## src/rtl/keyvault_pkg.sv

```systemverilog
package keyvault_pkg;
  localparam int DATA_W    = 32;
  localparam int KEY_WORDS = 8;
  localparam int KIDX_W    = $clog2(KEY_WORDS);

  localparam logic [31:0] UNLOCK_CODE = 32'h757B_DF0D;
  localparam logic [31:0] CRC_POLY    = 32'h82F6_3B78;
  localparam logic [1:0]  SIZE_WORD   = 2'b10;

  // word indices (byte offset / 4)
  localparam logic [4:0] REG_STATUS = 5'd0;
  localparam logic [4:0] REG_CMD    = 5'd1;
  localparam logic [4:0] REG_UNLOCK = 5'd2;
  localparam logic [4:0] REG_CHECK  = 5'd3;
  localparam logic [4:0] REG_KEY0   = 5'd4;
  localparam logic [4:0] REG_KEYN   = 5'(4 + KEY_WORDS - 1);
  localparam logic [4:0] REG_AUX    = 5'd12;
  localparam logic [4:0] REG_ERREN  = 5'd13;
  localparam logic [4:0] REG_ISR    = 5'd14;
  localparam logic [4:0] REG_IMR    = 5'd15;
  localparam logic [4:0] REG_IEN    = 5'd16;
  localparam logic [4:0] REG_IDIS   = 5'd17;
  localparam logic [4:0] REG_LOCK   = 5'd19;

  typedef struct packed {
    logic              keyWe;
    logic [KIDX_W-1:0] keyIdx;
    logic              auxWe;
    logic              zeroize;
    logic              crcStart;
    logic [DATA_W-1:0] wdata;
  } dpStrobe_t;

  // one 32-bit word through a reflected CRC, LSB first
  function automatic logic [31:0] crcWordStep(input logic [31:0] acc, input logic [31:0] word);
    logic [31:0] r;
    r = acc;
    for (int b = 0; b < 32; b++) begin
      if (r[0] ^ word[b]) r = (r >> 1) ^ CRC_POLY;
      else                r = r >> 1;
    end
    return r;
  endfunction
endpackage

```

## src/rtl/keyvault_datapath.sv

```systemverilog
module keyvault_datapath
  import keyvault_pkg::*;
#(
  parameter bit EXTRA_WO = 1'b0,
  parameter bit CRC_PAD  = 1'b0
) (
  input  logic        clk,
  input  logic        porRstN,
  input  logic        ctrlRstN,
  input  dpStrobe_t   st,
  output logic [31:0] auxData,
  output logic        crcLast,
  output logic [31:0] crcNext
);
  localparam int PAD_N = CRC_PAD ? 1 : 0;
  localparam int STEPS = KEY_WORDS + PAD_N;
  localparam int CNT_W = $clog2(STEPS + 1);

  logic [31:0] keyMem [KEY_WORDS];
  logic [31:0] auxReg;
  logic             busy;
  logic [CNT_W-1:0] stepCnt;
  logic [31:0]      crcAcc;
  logic [31:0]      curWord;
  int               wordSel;

  // key words and auxiliary word live only under power-on reset
  always_ff @(posedge clk or negedge porRstN) begin
    if (!porRstN) begin
      for (int i = 0; i < KEY_WORDS; i++) keyMem[i] <= '0;
      auxReg <= '0;
    end else begin
      if (st.zeroize) begin
        for (int i = 0; i < KEY_WORDS; i++) keyMem[i] <= '0;
      end else if (st.keyWe) begin
        keyMem[st.keyIdx] <= st.wdata;
      end
      if (st.zeroize && EXTRA_WO) auxReg <= '0;
      else if (st.auxWe)          auxReg <= st.wdata;
    end
  end

  assign auxData = auxReg;

  // word order: optional zero pad, then key word 7 down to 0
  always_comb begin
    curWord = '0;
    wordSel = KEY_WORDS - 1 - int'(stepCnt) + PAD_N;
    if (wordSel >= 0 && wordSel < KEY_WORDS) curWord = keyMem[wordSel[KIDX_W-1:0]];
  end

  assign crcNext = crcWordStep(crcAcc, curWord);
  assign crcLast = busy && (stepCnt == CNT_W'(STEPS - 1));

  always_ff @(posedge clk or negedge ctrlRstN) begin
    if (!ctrlRstN) begin
      busy    <= 1'b0;
      stepCnt <= '0;
      crcAcc  <= '0;
    end else if (st.crcStart) begin
      busy    <= 1'b1;
      stepCnt <= '0;
      crcAcc  <= '0;
    end else if (busy) begin
      crcAcc  <= crcNext;
      stepCnt <= stepCnt + 1'b1;
      if (crcLast) busy <= 1'b0;
    end
  end

  assert_restart_R7: assert property (@(posedge clk) disable iff (!ctrlRstN)
    st.crcStart |=> (busy && stepCnt == '0 && crcAcc == '0));

  assert_key_hold_R3: assert property (@(posedge clk) disable iff (!porRstN)
    (!st.keyWe && !st.zeroize) |=> $stable(keyMem[0]));
endmodule

```

## src/rtl/keyvault_control.sv

```systemverilog
module keyvault_control
  import keyvault_pkg::*;
#(
  parameter int ADDR_W   = 8,
  parameter bit EXTRA_WO = 1'b0
) (
  input  logic              clk,
  input  logic              porRstN,
  input  logic              ctrlRstN,
  input  logic              busSel,
  input  logic              busEnable,
  input  logic              busWrite,
  input  logic [ADDR_W-1:0] busAddr,
  input  logic [1:0]        busSize,
  input  logic [31:0]       busWdata,
  output logic [31:0]       busRdata,
  output logic              busErr,
  output logic              irq,
  output dpStrobe_t         st,
  input  logic [31:0]       auxData,
  input  logic              crcLast,
  input  logic [31:0]       crcNext
);
  logic       access, mapped, badAccess, errHit, goodWr, goodRd, isKey, magicHit;
  logic [4:0] regSel;
  logic       pgmMode, lockBit, zeroized;
  logic       errEn, isrBit, imrBit, crcDone, crcPass;
  logic [31:0] expected;

  assign access    = busSel & busEnable;
  assign regSel    = busAddr[6:2];
  assign mapped    = ((busAddr >> 7) == '0) && (busAddr[1:0] == 2'b00) &&
                     ((regSel <= REG_IDIS) || (regSel == REG_LOCK));
  assign badAccess = access && (!mapped || busSize != SIZE_WORD);
  assign errHit    = badAccess && errEn;
  assign goodWr    = access && busWrite && !badAccess;
  assign goodRd    = access && !busWrite && !badAccess;
  assign isKey     = (regSel >= REG_KEY0) && (regSel <= REG_KEYN);
  assign magicHit  = goodWr && regSel == REG_UNLOCK && busWdata == UNLOCK_CODE;

  always_comb begin
    st.wdata    = busWdata;
    st.keyIdx   = KIDX_W'(regSel - REG_KEY0);
    st.keyWe    = goodWr && isKey && pgmMode;
    st.auxWe    = goodWr && regSel == REG_AUX && pgmMode && !lockBit;
    st.zeroize  = (goodWr && regSel == REG_CMD && busWdata[0]) || magicHit;
    st.crcStart = goodWr && regSel == REG_CHECK && pgmMode;
  end

  // state that only power-on reset may clear
  always_ff @(posedge clk or negedge porRstN) begin
    if (!porRstN) begin
      pgmMode  <= 1'b0;
      lockBit  <= 1'b0;
      zeroized <= 1'b0;
    end else begin
      if (magicHit) pgmMode <= 1'b1;
      if (goodWr && regSel == REG_LOCK && busWdata[0] && !EXTRA_WO) lockBit <= 1'b1;
      if (st.zeroize) zeroized <= 1'b1;
      else if ((st.keyWe || (st.auxWe && EXTRA_WO)) && busWdata != '0) zeroized <= 1'b0;
    end
  end

  // control state restored by either reset
  always_ff @(posedge clk or negedge ctrlRstN) begin
    if (!ctrlRstN) begin
      errEn    <= 1'b0;
      isrBit   <= 1'b0;
      imrBit   <= 1'b0;
      crcDone  <= 1'b0;
      crcPass  <= 1'b0;
      expected <= '0;
    end else begin
      if (goodWr && regSel == REG_ERREN) errEn <= busWdata[0];
      if (errHit) isrBit <= 1'b1;
      else if (goodWr && regSel == REG_ISR && busWdata[0]) isrBit <= 1'b0;
      if (goodWr && regSel == REG_IEN && busWdata[0])  imrBit <= 1'b0;
      if (goodWr && regSel == REG_IDIS && busWdata[0]) imrBit <= 1'b1;
      if (st.crcStart) begin
        crcDone  <= 1'b0;
        crcPass  <= 1'b0;
        expected <= busWdata;
      end else if (crcLast) begin
        crcDone <= 1'b1;
        crcPass <= (crcNext == expected);
      end
    end
  end

  always_comb begin
    busRdata = '0;
    if (goodRd) begin
      case (regSel)
        REG_STATUS: busRdata = {22'b0, crcPass, crcDone, 3'b0, zeroized, 3'b0, pgmMode};
        REG_AUX:    busRdata = EXTRA_WO ? 32'h0 : auxData;
        REG_ERREN:  busRdata = {31'b0, errEn};
        REG_ISR:    busRdata = {31'b0, isrBit};
        REG_IMR:    busRdata = {31'b0, imrBit};
        REG_LOCK:   busRdata = {31'b0, lockBit};
        default:    busRdata = '0;
      endcase
    end
  end

  assign busErr = errHit;
  assign irq    = isrBit & ~imrBit;

  assert_pgm_sticky_R2: assert property (@(posedge clk) disable iff (!porRstN)
    pgmMode |=> pgmMode);
  assert_lock_sticky_R9: assert property (@(posedge clk) disable iff (!porRstN)
    lockBit |=> lockBit);
  assert_err_latch_R10: assert property (@(posedge clk) disable iff (!ctrlRstN)
    busErr |=> isrBit);
  assert_bad_inert_R10: assert property (@(posedge clk) disable iff (!porRstN)
    badAccess |=> ($stable(pgmMode) && $stable(lockBit)));
  assert_mask_quiet_R11: assert property (@(posedge clk) disable iff (!ctrlRstN)
    (goodWr && regSel == REG_IDIS && busWdata[0]) |=> !irq);
  assert_done_clear_R7: assert property (@(posedge clk) disable iff (!ctrlRstN)
    st.crcStart |=> !crcDone);

  generate
    if (EXTRA_WO) begin : g_woLock
      assert_lock_never_R9: assert property (@(posedge clk) disable iff (!porRstN) !lockBit);
    end
  endgenerate
endmodule

```

## src/rtl/keyvault_top.sv

```systemverilog
module keyvault_top
  import keyvault_pkg::*;
#(
  parameter int ADDR_W   = 8,
  parameter bit EXTRA_WO = 1'b0,
  parameter bit CRC_PAD  = 1'b0
) (
  input  logic              clk,
  input  logic              porRstN,
  input  logic              funcRstN,
  input  logic              busSel,
  input  logic              busEnable,
  input  logic              busWrite,
  input  logic [ADDR_W-1:0] busAddr,
  input  logic [1:0]        busSize,
  input  logic [31:0]       busWdata,
  output logic [31:0]       busRdata,
  output logic              busReady,
  output logic              busErr,
  output logic              irq
);
  logic        ctrlRstN;
  dpStrobe_t   st;
  logic [31:0] auxData;
  logic        crcLast;
  logic [31:0] crcNext;

  assign ctrlRstN = porRstN & funcRstN;
  assign busReady = 1'b1;

  keyvault_control #(.ADDR_W(ADDR_W), .EXTRA_WO(EXTRA_WO)) ctrl_i (
    .clk(clk), .porRstN(porRstN), .ctrlRstN(ctrlRstN),
    .busSel(busSel), .busEnable(busEnable), .busWrite(busWrite),
    .busAddr(busAddr), .busSize(busSize), .busWdata(busWdata),
    .busRdata(busRdata), .busErr(busErr), .irq(irq),
    .st(st), .auxData(auxData), .crcLast(crcLast), .crcNext(crcNext)
  );

  keyvault_datapath #(.EXTRA_WO(EXTRA_WO), .CRC_PAD(CRC_PAD)) dp_i (
    .clk(clk), .porRstN(porRstN), .ctrlRstN(ctrlRstN), .st(st),
    .auxData(auxData), .crcLast(crcLast), .crcNext(crcNext)
  );
endmodule

```

## config.mk

```make
export PLATFORM = sky130hd
export DESIGN_NAME = keyvault_top
export DESIGN_NICKNAME = d
export VERILOG_FILES = /design/src/rtl/keyvault_pkg.sv /design/src/rtl/keyvault_datapath.sv /design/src/rtl/keyvault_control.sv /design/src/rtl/keyvault_top.sv
export SDC_FILE = /design/constraint.sdc
export NUM_CORES = 1
export LEC_CHECK = 0
export ABC_AREA = 1
export BUFFER_PORTS_ARGS = -buffer_cell sky130_fd_sc_hd__buf_4
export CAP_MARGIN = 20
export CORE_ASPECT_RATIO = 1.5
export CORE_MARGIN = 2
export CORE_UTILIZATION = 50
export CTS_CLUSTER_SIZE = 10
export DETAILED_ROUTE_END_ITERATION = 16
export GPL_ROUTABILITY_DRIVEN = 0
export PLACE_DENSITY = 0.74
export SYNTH_ARGS = -nofsm -noshare
export SYNTH_HDL_FRONTEND = slang
export SYNTH_SLANG_ARGS = --single-unit
```

## constraint.sdc

```tcl
create_clock -name clk -period 11.1 [get_ports clk]
set_input_delay 2.22 -clock clk [delete_from_list [all_inputs] [get_ports clk]]
set_output_delay 2.22 -clock clk [all_outputs]
set_load 0.005 [all_outputs]
```

Word level (Yosys, flattened, before mapping)

Index checks and enable logic that the tools add are counted.

Equality and inequality tests: 14
Reduce and logical (&&, ||, !) cells: 50
Muxes and demuxes: 60
Bitwise gates (word level): 70
Add/sub/neg operators: 3
$lt $le $gt $ge: 8

Operators with widths:

| kind                 | count |
|---|---|
| $mux 32              | 39 |
| $not 16->17          | 32 |
| $mux 256             | 2 |
| $bwmux 256           | 1 |
| $pmux 32 s6          | 1 |
| $bmux 32 s3          | 1 |
| $demux 32 s3         | 1 |
| $logic_and 1x1->1    | 33 |
| $eq 32x31->1 const B | 1 |
| $eq 32x32->1         | 1 |
| $ge 32x1->1 const B  | 1 |
| $lt 32x5->1 const B  | 1 |
| $reduce_bool 32->1   | 1 |
| $xor 1x1->1          | 32 |
| $eq 5x4->1 const B   | 4 |
| $eq 5x5->1 const B   | 3 |
| $mux 1               | 13 |
| $reduce_bool 2->1    | 6 |
| $eq 5x2->1 const B   | 2 |
| $ge 4x4->1 const B   | 2 |
| $logic_not 8->1      | 1 |
| $mux 4               | 2 |
| $not 3->4            | 2 |
| $eq 5x1->1 const B   | 1 |
| 15 further kinds     | 22 |

Input bits: 48
Bits in registers: 365

Longest topological paths before layout

Gate-level depths: netlist of the first run.

Word-level depth: 73
Gate-level depth with buffers: 60
Depth with buffers taken out: 57

Hierarchy

Synthesis of the first run repeated with hierarchy kept, for this count alone.

Cells, all modules: 3416
Area, all modules: 24308.3 um^2

Modules (own cells, without submodules):

| module            | seq. area each (um^2) | area an instance (um^2) | instances | cells each |
|---|---|---|---|---|
| keyvault_datapath | 8132.8                | 20993.9                 | 1         | 2899 |
| keyvault_control  | 1001.0                | 3295.7                  | 1         | 513 |
| keyvault_top      | 0.0                   | 18.8                    | 1         | 4 |

Worst setup path after synthesis of the first run

Ideal clock, no wire load.

Kind: input port to output port
From: input port busAddr[4]
To: output port busRdata[21]
Cell stages on the path: 10
Data arrival time: 3572 ps
Setup slack: 5308 ps
Required time: 8880 ps
Cells stage by stage: clkbuf_1 -> nor2_1 -> inv_1 -> o21ai_0 -> nand2_1 -> nor3_1 -> inv_1 -> clkbuf_1 -> clkbuf_1 -> nor2_1

Longest elaborated chain between the ends: 9
Elaborated cells between the ends (all ways): 16
Classes of those cells: order compare (1); eq/ne (5); mux (2); reduce/logical (8)

Ends and longest elaborated chain:

| item                                     | RTL line                                       | text |
|---|---|---|
| from (decl)                              | keyvault_top.sv:14                             | `input logic [ADDR_W-1:0] busAddr,` |
| $le 5x5->1 or $eq 5x5->1 (tied branches) | keyvault_control.sv:33, keyvault_control.sv:93 |  |
| $logic_or 1x1->1                         | keyvault_control.sv:33                         | `((regSel <= REG_IDIS) \|\| (regSel == REG_LOCK));` |
| $logic_and 1x1->1                        | keyvault_control.sv:32                         | `assign mapped = ((busAddr >> 7) == '0) && (busAddr[1:0] == 2'b00) &&` |
| $logic_not 1->1                          | keyvault_control.sv:34                         | `assign badAccess = access && (!mapped \|\| busSize != SIZE_WORD);` |
| $logic_or 1x1->1                         | keyvault_control.sv:34                         |  |
| $logic_and 1x1->1                        | keyvault_control.sv:34                         |  |
| $logic_not 1->1                          | keyvault_control.sv:37                         | `assign goodRd = access && !busWrite && !badAccess;` |
| $logic_and 1x1->1                        | keyvault_control.sv:37                         |  |
| $mux 32 *                                | keyvault_control.sv:92                         | `if (goodRd) begin` |
| to (decl)                                | keyvault_top.sv:17                             | `output logic [31:0] busRdata,` |

Every way passes the cells marked *; elsewhere a longest branch is shown, timed or not.

Worst setup path after layout of the first run

From: register dp_i.stepCnt[0]
To: register ctrl_i.crcPass

Longest elaborated chain between the ends: 63
Elaborated cells between the ends (all ways): 110
Classes of those cells: add/sub (1); order compare (2); eq/ne (2); mux (38); bitwise (64); reduce/logical (3)

Ends and longest elaborated chain:

| item                                                 | RTL line                | text |
|---|---|---|
| from (decl)                                          | keyvault_datapath.sv:22 | `logic [CNT_W-1:0] stepCnt;` |
| from (signal assigned)                               | keyvault_datapath.sv:66 | `stepCnt <= stepCnt + 1'b1;` |
| branches (longest 63 deep; another with $ge 32x1->1) | -                       |  |
| to (signal assigned)                                 | keyvault_control.sv:85  | `crcPass <= (crcNext == expected);` |
| to (decl)                                            | keyvault_control.sv:27  | `logic errEn, isrBit, imrBit, crcDone, crcPass;` |

Parallel ways; which one is timed is not known. The select of a mux whose other input is x is not followed.
A chain may end at the register's enable or synchronous reset.

==> results.sh, run 1 <==
export IMPL_grt_busiest_layer="met2"
export IMPL_cts_root_buffer="clkbuf_16"
export IMPL_row_count=99
export IMPL_grt_max_degree=170
export IMPL_ys_warn_count=0
export IMPL_ys_seq_area_share_pct=37.0
export IMPL_crit_path_end_kind="flip-flop"
export IMPL_cts_sinks=365
export IMPL_route_detailed_drc=0
export IMPL_clkLatencyLatePin_ns=0.55
export IMPL_tightest_slew_ns=1.18
export IMPL_drtPass1Iterations=5
export IMPL_dp_hpwl_um=59500
export IMPL_die_w_um=185
export IMPL_grt_antenna_before_repair=1
export IMPL_numCtsBuffers=42
export IMPL_finalHoldViolCount=0
export IMPL_r2r_cells=50
export IMPL_fillerInstances=4708
export IMPL_first_global_vias=23739
export IMPL_start_util_pct=50.6
export IMPL_multi_input_area_um2=13300
export IMPL_drtIter0Drc=2294
export IMPL_slowest_delay_ns=0.73
export IMPL_period_share_pct=78.8
export IMPL_syn_area_um2=24700
export IMPL_grt_util_met3_pct=4.54
export IMPL_period_minus_slack_ns=8.75
export IMPL_worst_ep_required_time_ns=11.57
export IMPL_io_pins=83
export IMPL_area_sequential_um2=9140
export IMPL_die_area_um2=51100
export IMPL_cts_setup_buffers=0
export IMPL_htree_levels=2
export IMPL_hold_path_class="reg2reg"
export IMPL_critical_path_class="reg2reg"
export IMPL_drive_gt1_share_pct=9.40
export IMPL_hold_buffers=0
export IMPL_setup_viol=0
export IMPL_crit_fanout=56
export IMPL_grtUsageTotal_pct=33.1
export IMPL_slew_headroom_pct=21.3
export IMPL_slew_violations=0
export IMPL_syn_area_per_cell_um2=6.79
export IMPL_post_synth_num_cell_types=47
export IMPL_syn_inst=3632
export IMPL_crit_buf_inv=5
export IMPL_post_drt_wl_per_cell_um=19.8
export IMPL_die_height_um=276
export IMPL_port_buffers=81
export IMPL_antenna_cells=0
export IMPL_syn_num_nets=3681
export IMPL_viasPerCell=5.87
export IMPL_clk_pin_slew_ns=0.06
export IMPL_rsz0062_at_grt="false"
export IMPL_start_kind="flip-flop"
export IMPL_path_depth=50
export IMPL_syn_to_final_growth_pct=7.34
export IMPL_synth_edf_count=0
export IMPL_grt_first_pass_wirelength_um=131000
export IMPL_met1_usage_pct=38.4
export IMPL_synth_seq_cells=365
export IMPL_fin_setup_tns_ns=0
export IMPL_cp_arrival_ns=9.23
export IMPL_max_freq_mhz=114
export IMPL_grtUsageMet2_pct=56.4
export IMPL_cts_resized=0
export IMPL_nets=3632
export IMPL_routed_via_count=24886
export IMPL_overflow=0
export IMPL_ant_nets=0
export IMPL_drt_total_wl_um=84100
export IMPL_crit_top_cell="nand2_1"
export IMPL_hold_depth=2
export IMPL_synth_top_flop_cell="dfrtp_1"
export IMPL_cts_tree="done"
export IMPL_cp_top_family="simple AND/OR/NAND/NOR gates"
export IMPL_cp_slowest_cell="dfrtp_4"
export IMPL_fin_skew_ns=0.0190
export IMPL_cap_violations=0
export IMPL_cts_buffer_depth=3
export IMPL_status="complete, no violations"
export IMPL_synthArstFlopShare_pct=100
export IMPL_coreArea_um2=48700
[registers in the layout, indices dropped and copies added (netlist names), 4 cells and up]
register,count
dp_i.keyMem,256
ctrl_i.expected,32
dp_i.auxData,32
dp_i.crcAcc,32
dp_i.stepCnt,4
[Yosys cell counts, types with 2 or more instances]
cell type,count,area share [%]
nand2_1,1156,18
nand3_1,624,13
dfrtp_1,365,37
o21ai_0,307,6.2
inv_1,291,4.4
clkbuf_1,120,1.8
a21oi_1,116,2.4
o22ai_1,108,2.7
xor2_1,90,3.2
nor2_1,79,1.2
nand2_2,74,1.9
inv_2,33,0.50
buf_2,27,0.55
nand3_2,27,1.1
nand3b_1,25,0.76
buf_4,24,0.73
nand2_4,22,1.0
xnor2_1,19,0.67
buf_6,18,0.82
nand4_1,16,0.41
nor3_1,16,0.32
nor4_1,15,0.38
buf_1,14,0.21
clkinv_1,6,0.091
or2_2,6,0.15
o21ai_1,5,0.10
or2_1,4,0.10
o21a_1,3,0.091
a21o_1,2,0.061
inv_4,2,0.051
nor2_4,2,0.091
[worst paths after layout]
path | from | end | slack [ns]
min in group asynchronous | funcRstN | dp_i.stepCnt[0] | 1.55
setup / recovery | dp_i.stepCnt[0] | ctrl_i.crcPass | 2.35
hold reg to reg | ctrl_i.expected[23] | ctrl_i.expected[23] | 0.48
max in group asynchronous | porRstN | dp_i.stepCnt[1] | 7.82
setup reg to reg | dp_i.stepCnt[0] | ctrl_i.crcPass | 2.35
hold / removal | ctrl_i.expected[23] | ctrl_i.expected[23] | 0.48
[logic make-up after synthesis]
kind of cell / Yosys count / synth area share, %
compound gates: 547 / 11.8
flops: 365 / 37.0
other cells: 1 / 0.0152
fa+ha+maj: 1 / 0.0507
buf+inv: 535 / 9.22
simple gates: 2073 / 38.0
xor+xnor: 110 / 3.94
[cells in the final DEF (no fill, tap or decap), drive strengths merged]
| cell type | Yosys | final |
|---|---|---|
| nand2 | 1252 | 1252 |
| nand3 | 652 | 652 |
| dfrtp | 365 | 365 |
| inv | 326 | 325 |
| o21ai | 312 | 312 |
| a21oi | 116 | 116 |
| buf | 83 | 109 |
| o22ai | 108 | 108 |
| xor2 | 90 | 90 |
| nor2 | 83 | 83 |
| clkbuf | 120 | 47 |
| nand3b | 26 | 26 |
| xnor2 | 20 | 20 |
| nor3 | 16 | 16 |
| nand4 | 16 | 16 |
| nor4 | 15 | 15 |
| or2 | 11 | 11 |
| clkinv | 6 | 8 |
| o21a | 3 | 3 |
| a21o | 2 | 2 |
| o31ai | 1 | 1 |
| a221oi | 1 | 1 |
| a41oi | 1 | 1 |
| nor3b | 1 | 1 |
| a21boi | 1 | 1 |
| and3 | 1 | 1 |
| o21bai | 1 | 1 |
| a31oi | 1 | 1 |
| ha | 1 | 1 |
| conb | 1 | 1 |
| bufinv | 0 | 1 |
[stage by stage]
step	utilization, %	hold slack [ns]	setup WS [ns]	cell area [um^2]	instances
3_5_place_dp	52.0	0.474	2.54	25300	4194
6_report	54.4	0.482	2.35	26500	4243
5_1_grt	54.4	0.501	1.51	26500	4243
3_3_place_gp	52.0	0.468	2.58	25300	4194
4_1_cts	54.4	0.487	2.52	26500	4242
2_1_floorplan	-	0.453	5.31	24700	3632
[worst reg2reg max path, delay by kind of cell, from the launching register on]
family / cells / cell delay, ns
simple gates: 45 / 6.19
buf+inv: 5 / 1.80
flops: 1 / 0.73
[routing by layer]
metal  part of all wire [%]  wire length (um)
met3                    6.8              5750
met1                     37             31100
met4                    7.6              6360
met5                  0.021                18
met2                     49             40800
[cell type report]
type	count	area share, %
repair buffers	110	3.20
inverters	332	4.74
multi-input cells	2732	50.2
flip-flops and latches	365	34.5
clock buffers	46	4.11
well taps	656	3.10
clock inverters	2	0.147
Power of run 1 is not shown: default switching activity piles up to over one toggle a cycle in this logic, so the estimate is an artifact.
==> run 2: changes to the inputs <==
--- a/config.mk
+++ b/config.mk
@@ -14,7 +14,7 @@
 export CTS_CLUSTER_SIZE = 10
 export DETAILED_ROUTE_END_ITERATION = 16
 export GPL_ROUTABILITY_DRIVEN = 0
-export PLACE_DENSITY = 0.74
+export PLACE_DENSITY = 0.77
 export SYNTH_ARGS = -nofsm -noshare
 export SYNTH_HDL_FRONTEND = slang
 export SYNTH_SLANG_ARGS = --single-unit
==> constraint.sdc (replaced) <==
create_clock -name clk -period 7.2 [get_ports clk]
set_input_delay 1.44 -clock clk [delete_from_list [all_inputs] [get_ports clk]]
set_output_delay 1.44 -clock clk [all_outputs]
set_load 0.005 [all_outputs]
==> run 2 against run 1 <==
Compared with the run above:
- global-route usage decreased by 0.25 points
- non-clock buffer count grew 59
- die area is the same
- sequential cell count unchanged
- register-to-register slack got worse by 1.9 ns
- cell count up 1.4%
- maximum frequency grew 29%
- critical path depth is 5 lower
- clock-buffer cell count did not move
- final area grew 2.4%
- clock skew grew 0.0020 ns
- critical endpoint unchanged
- largest cell class unchanged
- highest routed layer unchanged
==> results.sh, run 2 (same netlist as run 1, synthesis figures left out) <==
export IMPL_fin_skew_ns=0.0210
export IMPL_hold_slack_ns=0.491
export IMPL_ant_nets=0
export IMPL_drive_gt1_share_pct=11.0
export IMPL_grt_first_pass_wirelength_um=130000
export IMPL_setup_viol=0
export IMPL_cp_slowest_cell="dfrtp_4"
export IMPL_status="complete, no violations"
export IMPL_period_share_pct=94.4
export IMPL_final_cell_mix="1148 x nand2_1, 623 x nand3_1, 362 x dfrtp_1, 307 x o21ai_0, 290 x inv_1"
export IMPL_crit_top_cell="nand2_1"
export IMPL_crit_path_end_kind="flip-flop"
export IMPL_routed_via_count=25322
export IMPL_row_count=99
export IMPL_period_minus_slack_ns=6.80
export IMPL_cts_root_buffer="clkbuf_16"
export IMPL_worst_ep_required_time_ns=7.68
export IMPL_antenna_cells=0
export IMPL_cts_tree="done"
export IMPL_grtUsageTotal_pct=32.8
export IMPL_dp_hpwl_um=60300
export IMPL_route_detailed_drc=0
export IMPL_slew_headroom_pct=15.9
export IMPL_io_pins=83
export IMPL_layout_commonest_cell="nand2_1"
export IMPL_htree_levels=2
export IMPL_numCtsBuffers=42
export IMPL_hold_buffers=0
export IMPL_die_height_um=276
export IMPL_start_kind="flip-flop"
export IMPL_max_freq_mhz=147
export IMPL_nets=3691
export IMPL_post_drt_wl_per_cell_um=19.7
export IMPL_slew_violations=0
export IMPL_crit_fanout=28
export IMPL_slowest_delay_ns=0.56
export IMPL_cts_sinks=365
export IMPL_hold_path_class="reg2reg"
export IMPL_drtPass1Iterations=9
export IMPL_clkLatencyLatePin_ns=0.55
export IMPL_cp_arrival_ns=7.28
export IMPL_port_buffers=81
export IMPL_largest_reg_flops=256
export IMPL_critical_path_class="reg2reg"
export IMPL_tightest_slew_ns=1.25
export IMPL_viasPerCell=5.89
export IMPL_cts_buffer_depth=3
export IMPL_die_area_um2=51100
export IMPL_clk_pin_slew_ns=0.06
export IMPL_grt_antenna_before_repair=2
export IMPL_drt_total_wl_um=84600
export IMPL_first_global_vias=23713
export IMPL_drtIter0Drc=2373
export IMPL_overflow=0
export IMPL_coreArea_um2=48700
export IMPL_start_util_pct=50.6
export IMPL_cap_violations=0
export IMPL_dp_cells=4227
export IMPL_largest_register="dp_i.keyMem"
export IMPL_syn_to_final_growth_pct=9.89
export IMPL_finalNonFillerCells=4302
export IMPL_grt_max_degree=164
export IMPL_die_w_um=185
export IMPL_finalHoldViolCount=0
## run 2: cell count changes in the layout (fill, tap and decap cells not counted), sizes merged
| cell | before | now |
|---|---|---|
| buf | 109 | 168 |
| bufinv | 1 | 0 |
| inv | 325 | 326 |
## run 2: layout make-up
cell class,count,area (um^2)
Fill cell,4667,21600
Clock buffer,46,1100
Inverter,332,1270
Tap cell,656,821
Timing Repair Buffer,169,1390
Clock inverter,2,13.8
Sequential cell,365,9140
Multi-Input combinational cell,2732,13400
## run 2: final timing paths
path	slack, ns	cells past startpoint	endpoint	from
worst max register to register	0.40	45	ctrl_i.crcPass	dp_i.stepCnt[0]
worst max-delay path	0.40	45	ctrl_i.crcPass	dp_i.stepCnt[0]
worst min register to register	0.49	2	dp_i.auxData[15]	dp_i.auxData[15]
max in group asynchronous	4.71	4	dp_i.stepCnt[0]	porRstN
min in group asynchronous	0.77	3	dp_i.crcAcc[30]	funcRstN
worst min-delay path	0.49	2	dp_i.auxData[15]	dp_i.auxData[15]
## run 2: critical path: cells and delay by family (launching register included)
| family | cells | cell delay [ns] |
|---|---|---|
| flip-flops | 1 | 0.56 |
| AND/OR/NAND/NOR | 35 | 4.58 |
| AO/OA/AOI/OAI | 2 | 0.17 |
| buffers and inverters | 8 | 1.41 |
## run 2: routing by layer
layer | global-route usage (%) | vias up | routed length (um)
met3 | 4.72 | 390 | 6330
met4 | 25.3 | 4 | 7540
met1 | 37.2 | 11714 | 30200
met2 | 55.6 | 1322 | 40500
met5 | 0 | - | 23
li1 | - | 11892 | -
## run 2: timing repair
item | 4_1_cts | 5_1_grt
setup endpoints to repair | 0 | 20
endpoints found under the hold margin | 0 | 0
gates resized for setup | 0 | 26
buffers inserted | 0 | 24
## run 2: through the flow
| stage | cell area [um^2] | utilization, % | setup WS, ns | TNS (ns) |
|---|---|---|---|---|
| finish | 27100 | 55.7 | 0.405 | 0 |
| global route | 27100 | 55.7 | -0.0289 | -0.0289 |
| CTS | 26700 | 54.9 | 0.0960 | 0 |
| detailed placement | 25600 | 52.6 | 0.100 | 0 |
| global placement | 25600 | 52.6 | 0.214 | 0 |
| floorplan | 24700 | - | 2.33 | 0 |
Power of run 2 is left out for the same reason.
